[src/rtl/iopt_pkg.sv]
package iopt_pkg;

    typedef enum logic [1:0] {
        WALK_IDLE,
        WALK_SEG,
        WALK_PAGE,
        WALK_RESP
    } walk_state_e;

    localparam logic [1:0] KIND_SEG  = 2'b11;
    localparam logic [1:0] KIND_PAGE = 2'b10;

    localparam logic [1:0] SEL_ORIGIN = 2'd0;
    localparam logic [1:0] SEL_CFG    = 2'd1;
    localparam logic [1:0] SEL_STATUS = 2'd2;
    localparam logic [1:0] SEL_MASK   = 2'd3;

    localparam int ORG_EN_BIT   = 63;
    localparam int ORG_BASE_HI  = 51;
    localparam int CFG_XE_BIT   = 47;
    localparam int STE_V_BIT    = 63;
    localparam int STE_BASE_HI  = 61;
    localparam int PTE_W_BIT    = 63;
    localparam int PTE_R_BIT    = 62;
    localparam int ST_V_BIT     = 63;
    localparam int ST_KIND_HI   = 62;
    localparam int ST_KIND_LO   = 61;
    localparam int ST_RD_BIT    = 11;
    localparam int MSK_SEG_BIT  = 62;
    localparam int MSK_PAGE_BIT = 61;

    localparam int PAGE_LSB   = 12;
    localparam int NUM_SIZES  = 4;
    localparam int SIZE_STEP  = 4;

endpackage

[src/rtl/iopt_regs.sv]
module iopt_regs
    import iopt_pkg::*;
#(
    parameter int IOA_W  = 35,
    parameter int IOID_W = 11
) (
    input  logic              clk,
    input  logic              rst_n,
    input  logic              wr_en,
    input  logic [1:0]        sel,
    input  logic [63:0]       wdata,
    input  logic              fault_evt,
    input  logic [1:0]        fault_kind,
    input  logic [IOA_W-1:0]  fault_ioa,
    input  logic              fault_read,
    input  logic [IOID_W-1:0] fault_ioid,
    output logic [63:0]       origin,
    output logic [63:0]       status,
    output logic [63:0]       rdata,
    output logic              xlate_on,
    output logic              irq
);

    logic [63:0] origin_q, cfg_q, status_q, mask_q;
    logic [63:0] status_nx, fault_word;

    always_comb begin
        fault_word = '0;
        fault_word[ST_V_BIT] = 1'b1;
        fault_word[ST_KIND_HI:ST_KIND_LO] = fault_kind;
        fault_word[IOA_W-1:PAGE_LSB] = fault_ioa[IOA_W-1:PAGE_LSB];
        fault_word[ST_RD_BIT] = fault_read;
        fault_word[IOID_W-1:0] = fault_ioid;
    end

    // A freeing write and a fault on the same edge: the fault wins.
    always_comb begin
        status_nx = status_q;
        if (wr_en && sel == SEL_STATUS) begin
            status_nx = wdata;
        end
        if (fault_evt && !status_nx[ST_V_BIT]) begin
            status_nx = fault_word;
        end
    end

    always_ff @(posedge clk) begin
        if (!rst_n) begin
            origin_q <= '0;
            cfg_q    <= '0;
            status_q <= '0;
            mask_q   <= '0;
        end else begin
            if (wr_en && sel == SEL_ORIGIN) origin_q <= wdata;
            if (wr_en && sel == SEL_CFG)    cfg_q    <= wdata;
            if (wr_en && sel == SEL_MASK)   mask_q   <= wdata;
            status_q <= status_nx;
        end
    end

    always_comb begin
        unique case (sel)
            SEL_ORIGIN: rdata = origin_q;
            SEL_CFG:    rdata = cfg_q;
            SEL_STATUS: rdata = status_q;
            SEL_MASK:   rdata = mask_q;
        endcase
    end

    assign origin   = origin_q;
    assign status   = status_q;
    assign xlate_on = origin_q[ORG_EN_BIT] & cfg_q[CFG_XE_BIT];
    assign irq      = status_q[ST_V_BIT] &&
                      ((status_q[ST_KIND_HI:ST_KIND_LO] == KIND_SEG  && mask_q[MSK_SEG_BIT]) ||
                       (status_q[ST_KIND_HI:ST_KIND_LO] == KIND_PAGE && mask_q[MSK_PAGE_BIT]));

endmodule

[src/rtl/iopt_xlate.sv]
module iopt_xlate
    import iopt_pkg::*;
#(
    parameter int IOA_W     = 35,
    parameter int RA_W      = 59,
    parameter int SEG_SHIFT = 28
) (
    input  logic [IOA_W-1:0] ioa,
    input  logic             is_read,
    input  logic [63:0]      origin,
    input  logic [63:0]      ste,
    input  logic [63:0]      pte,
    output logic [63:0]      seg_addr,
    output logic             ste_ok,
    output logic [63:0]      pte_addr,
    output logic             perm_ok,
    output logic [RA_W-1:0]  ra
);

    localparam int SEG_W = IOA_W - SEG_SHIFT;

    logic [63:0]     org_base, seg_off, pt_base;
    logic [1:0]      size_idx;
    logic [63:0]     pidx_off [NUM_SIZES];
    logic [RA_W-1:0] ra_cand  [NUM_SIZES];

    assign org_base = {{(63-ORG_BASE_HI){1'b0}}, origin[ORG_BASE_HI:PAGE_LSB], {PAGE_LSB{1'b0}}};
    assign seg_off  = {{(64-SEG_W){1'b0}}, ioa[IOA_W-1:SEG_SHIFT]} << 3;
    assign seg_addr = org_base + seg_off;

    assign pt_base  = {{(63-STE_BASE_HI){1'b0}}, ste[STE_BASE_HI:PAGE_LSB], {PAGE_LSB{1'b0}}};
    assign size_idx = ste[2:1];
    assign ste_ok   = ste[STE_V_BIT] & ste[0];

    // One candidate page index and real address per supported page size.
    for (genvar k = 0; k < NUM_SIZES; k++) begin : g_size
        localparam int SH = PAGE_LSB + SIZE_STEP * k;
        assign pidx_off[k] = {{(64-(SEG_SHIFT-SH)){1'b0}}, ioa[SEG_SHIFT-1:SH]} << 3;
        assign ra_cand[k]  = {pte[RA_W-1:SH], ioa[SH-1:0]};
    end

    assign pte_addr = pt_base + pidx_off[size_idx];
    assign ra       = ra_cand[size_idx];
    assign perm_ok  = is_read ? pte[PTE_R_BIT] : pte[PTE_W_BIT];

endmodule

[src/rtl/iopt_walk_fsm.sv]
module iopt_walk_fsm
    import iopt_pkg::*;
#(
    parameter int IOA_W  = 35,
    parameter int RA_W   = 59,
    parameter int IOID_W = 11
) (
    input  logic              clk,
    input  logic              rst_n,
    input  logic              req_valid,
    input  logic [IOA_W-1:0]  req_addr,
    input  logic              req_is_read,
    input  logic [IOID_W-1:0] req_ioid,
    input  logic              xlate_on,
    input  logic              mem_rd_valid,
    input  logic [63:0]       mem_rd_data,
    input  logic [63:0]       seg_addr,
    input  logic [63:0]       pte_addr,
    input  logic              ste_ok,
    input  logic              perm_ok,
    input  logic [RA_W-1:0]   ra,
    output logic              req_ready,
    output logic              mem_rd_en,
    output logic [63:0]       mem_rd_addr,
    output logic              rsp_valid,
    output logic [RA_W-1:0]   rsp_addr,
    output logic              rsp_fault,
    output logic [1:0]        rsp_fault_kind,
    output logic [IOA_W-1:0]  ioa_q,
    output logic              rd_q,
    output logic [IOID_W-1:0] ioid_q,
    output logic [63:0]       ste_cur
);

    walk_state_e     state, nxt;
    logic [63:0]     ste_q;
    logic [RA_W-1:0] rsp_addr_q;
    logic            fault_q;
    logic [1:0]      kind_q;

    // State register
    always_ff @(posedge clk) begin
        if (!rst_n) state <= WALK_IDLE;
        else        state <= nxt;
    end

    // Transitions
    always_comb begin
        nxt = state;
        unique case (state)
            WALK_IDLE: if (req_valid)    nxt = xlate_on ? WALK_SEG : WALK_RESP;
            WALK_SEG:  if (mem_rd_valid) nxt = ste_ok ? WALK_PAGE : WALK_RESP;
            WALK_PAGE: if (mem_rd_valid) nxt = WALK_RESP;
            WALK_RESP:                   nxt = WALK_IDLE;
        endcase
    end

    // Walk context
    always_ff @(posedge clk) begin
        if (!rst_n) begin
            ioa_q      <= '0;
            rd_q       <= 1'b0;
            ioid_q     <= '0;
            ste_q      <= '0;
            rsp_addr_q <= '0;
            fault_q    <= 1'b0;
            kind_q     <= 2'b00;
        end else begin
            case (state)
                WALK_IDLE: if (req_valid) begin
                    ioa_q      <= req_addr;
                    rd_q       <= req_is_read;
                    ioid_q     <= req_ioid;
                    fault_q    <= 1'b0;
                    kind_q     <= 2'b00;
                    rsp_addr_q <= RA_W'(req_addr);
                end
                WALK_SEG: if (mem_rd_valid) begin
                    ste_q <= mem_rd_data;
                    if (!ste_ok) begin
                        fault_q    <= 1'b1;
                        kind_q     <= KIND_SEG;
                        rsp_addr_q <= '0;
                    end
                end
                WALK_PAGE: if (mem_rd_valid) begin
                    if (perm_ok) begin
                        rsp_addr_q <= ra;
                    end else begin
                        fault_q    <= 1'b1;
                        kind_q     <= KIND_PAGE;
                        rsp_addr_q <= '0;
                    end
                end
                default: ;
            endcase
        end
    end

    // Outputs
    always_comb begin
        req_ready      = (state == WALK_IDLE);
        mem_rd_en      = (state == WALK_SEG) || (state == WALK_PAGE);
        mem_rd_addr    = '0;
        if (state == WALK_SEG)  mem_rd_addr = seg_addr;
        if (state == WALK_PAGE) mem_rd_addr = pte_addr;
        rsp_valid      = (state == WALK_RESP);
        rsp_fault      = rsp_valid && fault_q;
        rsp_fault_kind = rsp_valid ? kind_q : 2'b00;
        rsp_addr       = rsp_valid ? rsp_addr_q : '0;
        ste_cur        = (state == WALK_SEG) ? mem_rd_data : ste_q;
    end

endmodule

[src/rtl/iopt_walker.sv]
module iopt_walker
    import iopt_pkg::*;
#(
    parameter int IOA_W     = 35,
    parameter int RA_W      = 59,
    parameter int IOID_W    = 11,
    parameter int SEG_SHIFT = 28
) (
    input  logic              clk,
    input  logic              rst_n,
    input  logic              req_valid,
    output logic              req_ready,
    input  logic [IOA_W-1:0]  req_addr,
    input  logic              req_is_read,
    input  logic [IOID_W-1:0] req_ioid,
    output logic              rsp_valid,
    output logic [RA_W-1:0]   rsp_addr,
    output logic              rsp_fault,
    output logic [1:0]        rsp_fault_kind,
    output logic              mem_rd_en,
    output logic [63:0]       mem_rd_addr,
    input  logic              mem_rd_valid,
    input  logic [63:0]       mem_rd_data,
    input  logic              reg_wr_en,
    input  logic [1:0]        reg_sel,
    input  logic [63:0]       reg_wdata,
    output logic [63:0]       reg_rdata,
    output logic              irq
);

    logic [63:0]       origin_w, status_w, seg_addr_w, pte_addr_w, ste_cur_w;
    logic              xlate_on_w, ste_ok_w, perm_ok_w, rd_w;
    logic [RA_W-1:0]   ra_w;
    logic [IOA_W-1:0]  ioa_w;
    logic [IOID_W-1:0] ioid_w;

    iopt_regs #(.IOA_W(IOA_W), .IOID_W(IOID_W)) u_regs (
        .clk        (clk),
        .rst_n      (rst_n),
        .wr_en      (reg_wr_en),
        .sel        (reg_sel),
        .wdata      (reg_wdata),
        .fault_evt  (rsp_fault),
        .fault_kind (rsp_fault_kind),
        .fault_ioa  (ioa_w),
        .fault_read (rd_w),
        .fault_ioid (ioid_w),
        .origin     (origin_w),
        .status     (status_w),
        .rdata      (reg_rdata),
        .xlate_on   (xlate_on_w),
        .irq        (irq)
    );

    iopt_xlate #(.IOA_W(IOA_W), .RA_W(RA_W), .SEG_SHIFT(SEG_SHIFT)) u_xlate (
        .ioa      (ioa_w),
        .is_read  (rd_w),
        .origin   (origin_w),
        .ste      (ste_cur_w),
        .pte      (mem_rd_data),
        .seg_addr (seg_addr_w),
        .ste_ok   (ste_ok_w),
        .pte_addr (pte_addr_w),
        .perm_ok  (perm_ok_w),
        .ra       (ra_w)
    );

    iopt_walk_fsm #(.IOA_W(IOA_W), .RA_W(RA_W), .IOID_W(IOID_W)) u_fsm (
        .clk            (clk),
        .rst_n          (rst_n),
        .req_valid      (req_valid),
        .req_addr       (req_addr),
        .req_is_read    (req_is_read),
        .req_ioid       (req_ioid),
        .xlate_on       (xlate_on_w),
        .mem_rd_valid   (mem_rd_valid),
        .mem_rd_data    (mem_rd_data),
        .seg_addr       (seg_addr_w),
        .pte_addr       (pte_addr_w),
        .ste_ok         (ste_ok_w),
        .perm_ok        (perm_ok_w),
        .ra             (ra_w),
        .req_ready      (req_ready),
        .mem_rd_en      (mem_rd_en),
        .mem_rd_addr    (mem_rd_addr),
        .rsp_valid      (rsp_valid),
        .rsp_addr       (rsp_addr),
        .rsp_fault      (rsp_fault),
        .rsp_fault_kind (rsp_fault_kind),
        .ioa_q          (ioa_w),
        .rd_q           (rd_w),
        .ioid_q         (ioid_w),
        .ste_cur        (ste_cur_w)
    );

endmodule

[config.mk]
export PLATFORM = sky130hd
export DESIGN_NAME = iopt_walker
export DESIGN_NICKNAME = d
export VERILOG_FILES = /design/src/rtl/iopt_pkg.sv /design/src/rtl/iopt_regs.sv /design/src/rtl/iopt_xlate.sv /design/src/rtl/iopt_walk_fsm.sv /design/src/rtl/iopt_walker.sv
export SDC_FILE = /design/constraint.sdc
export NUM_CORES = 1
export LEC_CHECK = 0
export BUFFER_PORTS_ARGS = -buffer_cell sky130_fd_sc_hd__buf_2
export CAP_MARGIN = 20
export CORE_MARGIN = 2
export CORE_UTILIZATION = 45
export CTS_BUF_LIST = sky130_fd_sc_hd__clkbuf_2
export DETAILED_ROUTE_END_ITERATION = 8
export PLACE_DENSITY_LB_ADDON = 0.3
export RECOVER_POWER = 100
export REMOVE_ABC_BUFFERS = 1
export SYNTH_ARGS = -nofsm -noshare
export SYNTH_HDL_FRONTEND = slang
export SYNTH_SLANG_ARGS = --single-unit
[constraint.sdc]
create_clock -name clk -period 5.6 [get_ports clk]
set_input_delay 1.12 -clock clk [delete_from_list [all_inputs] [get_ports clk]]
set_output_delay 1.12 -clock clk [all_outputs]
set_load 0.01 [all_outputs]
## After elaboration in Yosys (flattened, before gate mapping)

Index checks and enable logic that the tools add are counted.

- Register bits: 431
- Bits of input ports: 182
- Output and inout bits: 194

- Add/subtract/negate cells: 2
- $lt $le $gt $ge: 1
- Equality and inequality tests: 13
- Muxes and demuxes: 39
- Bitwise gates (word level): 4
- Reduce and logical (&&, ||, !) cells: 22

Operators by type and width:

| cell | count |
|---|---|
| 2-to-1 mux 59 bit | 8 |
| 2-to-1 mux 64 bit | 6 |
| case mux 64 bit (4 select lines) | 1 |
| case mux 59 bit (3 select lines) | 1 |
| binary-select mux 64 bit (select 2 bit) | 1 |
| binary-select mux 59 bit (select 2 bit) | 1 |
| adder 62 x 64 -> 64 bit | 1 |
| adder 52 x 10 -> 53 bit | 1 |
| 2-to-1 mux 53 bit | 1 |
| 2-to-1 mux 2 bit | 10 |
| equality test 2 bit, second input constant | 6 |
| != test 2 bit, second input constant | 5 |
| logical AND 1 bit | 9 |
| case mux 2 bit (4 select lines) | 1 |
| 2-to-1 mux 1 bit | 7 |
| case mux 2 bit (3 select lines) | 1 |
| AND reduction 6 bit | 1 |
| AND reduction 5 bit | 1 |
| equality test 2 x 1 -> 1 bit, second input constant | 2 |
| zero test 2 bit | 2 |
| AND reduction 2 bit | 2 |
| greater-or-equal comparator 3 bit, second input constant | 1 |
| inverter 2 -> 3 bit | 1 |
| case mux 1 bit (3 select lines) | 1 |
| 8 further kinds | 10 |

## Longest topological paths before layout

- Depth after elaboration: 9
- Mapped depth: 19
- Depth with buffers taken out: 14

## Modules after synthesis

From an unflattened synthesis, not the netlist that was laid out.

- Cell total of the unflattened synthesis: 2,727
- Area total of the unflattened synthesis: 22,866.9 um^2

By module, submodules not included:

| module | instances | cells an instance | area each (um^2) |
|---|---|---|---|
| iopt_regs | 1 | 1,191 | 11,103.1 |
| iopt_walk_fsm | 1 | 1,187 | 9,240.1 |
| iopt_xlate | 1 | 349 | 2,523.7 |

## Worst setup path before layout

No wires, ideal clock.

- Path type: flip-flop to output port
- Start point: reg u_fsm.state[1]
- End point: out mem_rd_addr[56]
- Data arrival time: 4,374 ps
- Slack: 106 ps
- Stages on the path, launching flop included: 20
- Buffers on the path: 7
- Cell sequence: dfxtp_1 inv_1 ha_1 buf_6 buf_6 buf_2 buf_4 clkbuf_1 clkbuf_1 buf_2 mux2_2 ha_1 inv_1 fa_1 nand2b_1 a21oi_1 o21ai_1 or4_1 o21ai_0 nor3b_1

- Word-level cells in the longest chain between the ends: 8
- Elaborated cells between the ends (all ways): 9

RTL lines:

| element | line | text |
|---|---|---|
| from (decl) | iopt_walk_fsm.sv:35 | `walk_state_e state, nxt;` |
| from (signal assigned) | iopt_walk_fsm.sv:44 | `else state <= nxt;` |
| equality test 2 x 1 -> 1 bit | iopt_walk_fsm.sv:111 | `ste_cur = (state == WALK_SEG) ? mem_rd_data : ste_q;` |
| 2-to-1 mux 64 bit | iopt_walk_fsm.sv:111 |  |
| inverter 2 -> 3 bit (implied by the code) | iopt_xlate.sv:42 | `assign pte_addr = pt_base + pidx_off[size_idx];` |
| binary-select mux 64 bit (select 2 bit) | iopt_xlate.sv:42 |  |
| 2-to-1 mux 64 bit (implied by the code) (2 in a row) | iopt_xlate.sv:42 |  |
| adder 62 x 64 -> 64 bit | iopt_xlate.sv:42 |  |
| 2-to-1 mux 64 bit (*) | iopt_walk_fsm.sv:106 | `if (state == WALK_PAGE) mem_rd_addr = pte_addr;` |
| to (decl) | iopt_walker.sv:21 | `output logic [63:0] mem_rd_addr,` |

Every way passes the cells marked *; elsewhere a longest branch is shown, timed or not. The select of a mux whose other input is x is not followed.

## Worst setup path in the final report

- Start point: reg u_fsm.state[1]
- End point: out mem_rd_addr[48]

- Word-level cells in the longest chain between the ends: 8
- Elaborated cells between the ends (all ways): 10

RTL lines:

| element | line |
|---|---|
| equality test 2 x 1 -> 1 bit | iopt_walk_fsm.sv:105, iopt_walk_fsm.sv:111 |
| 2-to-1 mux 64 bit | iopt_walk_fsm.sv:111 |
| inverter 2 -> 3 bit (implied by the code) | iopt_xlate.sv:42 |
| binary-select mux 64 bit (select 2 bit) | iopt_xlate.sv:42 |
| 2-to-1 mux 64 bit (implied by the code) (2 in a row) | iopt_xlate.sv:42 |
| adder 62 x 64 -> 64 bit | iopt_xlate.sv:42 |
| 2-to-1 mux 64 bit (*) | iopt_walk_fsm.sv:106 |

Marks and branches as above.

==> impl_metrics.csv <==
group,metric,value,unit
synthesis,ys_ff_latch,418,
finish,area_growth,22.0,%
synthesis,yosys.area_share.xor_xnor,1.15,%
die,coreArea,0.0452,mm²
finish,seq_area,0.00837,mm²
timing,final_max_slew_viol_count,395,
cts,cts_tree,"built",
worst_setup_path,crit_top_cell,"buf_6",
synthesis,synth_top_family_by_area,"simple AND/OR/NAND/NOR gates",
worst_setup_path,crit_required,4.48,ns
routing,ant_nets,0,
timing,max_freq,174,MHz
synthesis,yosys.cell_types.count,69,
routing,drtIter0Drc,2108,
finish,fillCellCount,4317,
cts,cts_hold_buf,0,
place,gp_congestion,0.934,
place,placed_cells,3393,
worst_setup_path,end_kind,"output port",
routing,drt_first_pass_iters,8,
cts,path_clk_slew,0.10,ns
place,post-place-ws,0.00320,ns
routing,drc_errors,0,
timing,maxSlewHeadroom,-117,%
routing,totalWireLength,73700,µm
pwr,p_clk_share,24.2,%
global_routing,grt_pass1_wl,110000,µm
timing,rsz0062_at_grt,"yes",
routing,wl_per_cell,20.1,µm
worst_setup_path,path_class,"flip-flop to output port",
finish,multi_input_area,0.0119,mm²
place,numPortBuffers,362,
die,die_x,218,µm
pwr,combPwrFrac,36.3,%
place,hpwlAfterDp,45900,µm
finish,fin_cells,3669,
cts,cts_max_level,3,
global_routing,grt_pass1_vias,19568,
timing,finalSetupViolCount,18,
synthesis,yosysWarnings,0,
pwr,power_density,355,mW/mm²
die,io_pins,376,
cts,cts_buffers,112,
timing,setup_slack,-0.153,ns
timing,fin_crit,5.75,ns
die,die-area,0.0473,mm²
worst_setup_path,path_max_fanout,4,
synthesis,synth_top_flop_cell,"dfxtp_1",
synthesis,synth_area_per_cell,7.90,µm²
cts,root_buffer,"clkbuf_2",
job,maxCapViolCount,4,
worst_hold_path,min_path_type,"primary input to flip-flop",
pwr,ir_drop,300,µV
synthesis,synthSimpleGateAreaFrac,25.4,%
place,place_area,0.0227,mm²
timing,skew,0.0999,ns
synthesis,synth_edf_count,0,
die,dieHeight,218,µm
timing,report.final.hold_viol_count,0,
pwr,p_sw,0.00360,W
synthesis,async_flop_share,0,%
global_routing,grt_max_degree,188,
cts,cts_sinks,418,
synthesis,synth_area,0.0205,mm²
pwr,p_int,0.00529,W
pwr,p_leak,10.1,nW
global_routing,grt_overflow,0,
global_routing,grt_use_total,29.7,%
timing,tightestPinTransition,3.26,ns
finish,final_nets,3156,
synthesis,synth-compound-area-share,16.8,%
worst_setup_path,cpPeakStageDelay,0.64,ns
finish,drive_gt1_share,27.5,%
synthesis,synth-seq-area-share,40.8,%
pwr,total_power,0.00889,W
die,start_util,45.4,%
worst_setup_path,cp_slowest_cell,"or4_4",
synthesis,muxShareOfSynthArea,10.5,%
routing,vias_per_cell,5.71,
pwr,seqPwrFrac,39.5,%
die,rows,78,
finish,final_cell_mix,"nand2_1 (807), dfxtp_1 (416), buf_2 (354)",
run_status,violations,"capacitance limit, slew limit, setup timing",
worst_setup_path,cp.arrival,4.63,ns
finish,fin_area,0.0250,mm²
synthesis,synth_cells,2596,
timing,period_share,103,%
cts,clkLatencyLatePin,1.16,ns
finish,final_common_cell,"nand2_1",
run_status,outcome,"finished, violations left",
pwr,swShare,40.5,%
synthesis,synthAdderAreaFrac,0.768,%
routing,dr_total_vias,20934,
global_routing,antenna_found_initial,21,
worst_setup_path,start_kind,"flip-flop",
worst_setup_path,crit_chain,"inv_4 -> ha_4 -> mux2_4 -> buf_6 -> mux2i_2 -> nand2b_4 -> buf_6 -> fa_2 -> nand2b_4 -> a21oi_4 -> buf_6 -> o21ai_4 -> or4_4 -> xnor2_4 -> o21ai_2 -> buf_2",
cts,clockBufferDepth,3,
[worst paths after layout]
| check | from | to | slack [ns] | cells past startpoint |
|---|---|---|---|---|
| setup / recovery | u_fsm.state[1] | mem_rd_addr[48] | -0.15 | 16 |
| hold / removal | req_ioid[3] | u_fsm.ioid_q[3] | 0.19 | 3 |
| setup reg to reg | u_fsm.state[1] | u_fsm.ioa_q[28] | 1.69 | 8 |
| hold reg to reg | u_regs.cfg_q[3] | u_regs.cfg_q[3] | 0.46 | 2 |
[power by group through the flow]
stage	Clock, W	Sequential, W	Combinational, W
3_5_place_dp	0	0.00356	0.00282
6_report	0.00215	0.00351	0.00323
4_1_cts	0.00221	0.00349	0.00298
3_3_place_gp	0	0.00354	0.00277
5_1_grt	0.00238	0.00354	0.00348
2_1_floorplan	0	0.00348	0.00189
[worst max-delay path, delay by kind of cell (launching register included)]
kind	cells	cell delay (ns)
simple gates	3	0.99
buf+inv	5	0.58
fa+ha+maj	2	0.54
mux	2	0.50
compound gates	3	0.38
flops	1	0.37
xor+xnor	1	0.19
[registers in the layout, summed over array words and instances (netlist names)]
name and flops:
u_fsm.ioa_q 35, u_fsm.state 2, u_regs.mask_q 64, u_regs.status 64, u_fsm.rd_q 1, u_fsm.fault_q 1
u_regs.origin 64, u_fsm.ste_q 52, u_fsm.rsp_addr_q 59, u_regs.cfg_q 64, u_fsm.kind_q 1, u_fsm.ioid_q 11
[final cells by class]
| type | instances | share of cell area [%] |
|---|---|---|
| multi-input combinational | 1946 | 47.7 |
| sequential | 418 | 33.4 |
| clock buffer | 158 | 3.16 |
| clock inverter | 47 | 0.860 |
| timing repair buffer | 462 | 11.3 |
| antenna | 16 | 0.160 |
| tap | 600 | 3.00 |
| inverter | 22 | 0.350 |
[synth_stat cells (3+ instances only)]
master	instances	area (µm²)
o211ai_1	8	60.1
inv_1	21	78.8
ha_1	11	138
clkbuf_1	183	687
a311o_1	4	40.0
xor2_1	17	149
nor4_1	6	37.5
a21oi_1	333	1670
a31o_2	3	26.3
mux4_2	64	1440
a21o_1	4	30.0
a32oi_1	7	61.3
nand3_1	51	255
a32o_1	4	40.0
nor2b_1	39	244
o21a_1	3	22.5
a31oi_1	4	25.0
nand3b_1	20	150
mux2_2	18	203
and2_1	64	400
dfxtp_1	418	8370
a211o_1	5	43.8
buf_4	7	52.6
o221ai_1	14	123
a21boi_0	5	37.5
a311oi_1	54	473
buf_1	12	45.0
mux2i_1	50	500
a211oi_1	3	22.5
o21ai_0	52	260
buf_6	3	33.8
or3_1	4	25.0
o211a_1	7	70.1
nand4_1	7	43.8
or2_2	6	37.5
a22oi_1	31	233
a22o_1	6	52.6
a222oi_1	5	50.1
nand2b_1	11	68.8
nor2_1	121	454
nor3_1	43	215
xnor2_1	10	87.6
and3_1	6	37.5
buf_2	9	45.0
nand2_1	810	3040
[logic make-up (layout without fill, tap and decap cells)]
group,after synthesis,after routing
AND/OR/NAND/NOR,1205,1206
AO/OA/AOI/OAI,564,564
multiplexers,133,133
adder cells (fa/ha/maj),12,12
XOR/XNOR,27,27
flip-flops,418,418
buffers and inverters,236,689
other,1,20
[timing repair]
item | CTS | global route
cloned | 1 | 1
resized for setup | 77 | 93
buffers inserted | 27 | 23
pin swaps | 31 | 57
setup endpoints to repair | 46 | 44
[layer usage]
layer | GRT usage [%] | part of all wire (%)
met5 | 0 | 0.095
met4 | 14.8 | 3.8
met2 | 46.4 | 46
met1 | 38.9 | 40
met3 | 6.53 | 9.3
[per-stage QoR]
| stage | hold slack, ns | utilization [%] | setup TNS, ns |
|---|---|---|---|
| 5_1_grt | 0.111 | 55.4 | -7.72 |
| 6_report | 0.191 | 55.4 | -1.26 |
| 3_3_place_gp | 0.438 | 50.2 | 0 |
| 4_1_cts | 0.0562 | 53.8 | -3.08 |
| 3_5_place_dp | 0.445 | 50.3 | 0 |
| 2_1_floorplan | 0.432 | - | -540.46 |
Power figures use the tool's default switching activity.
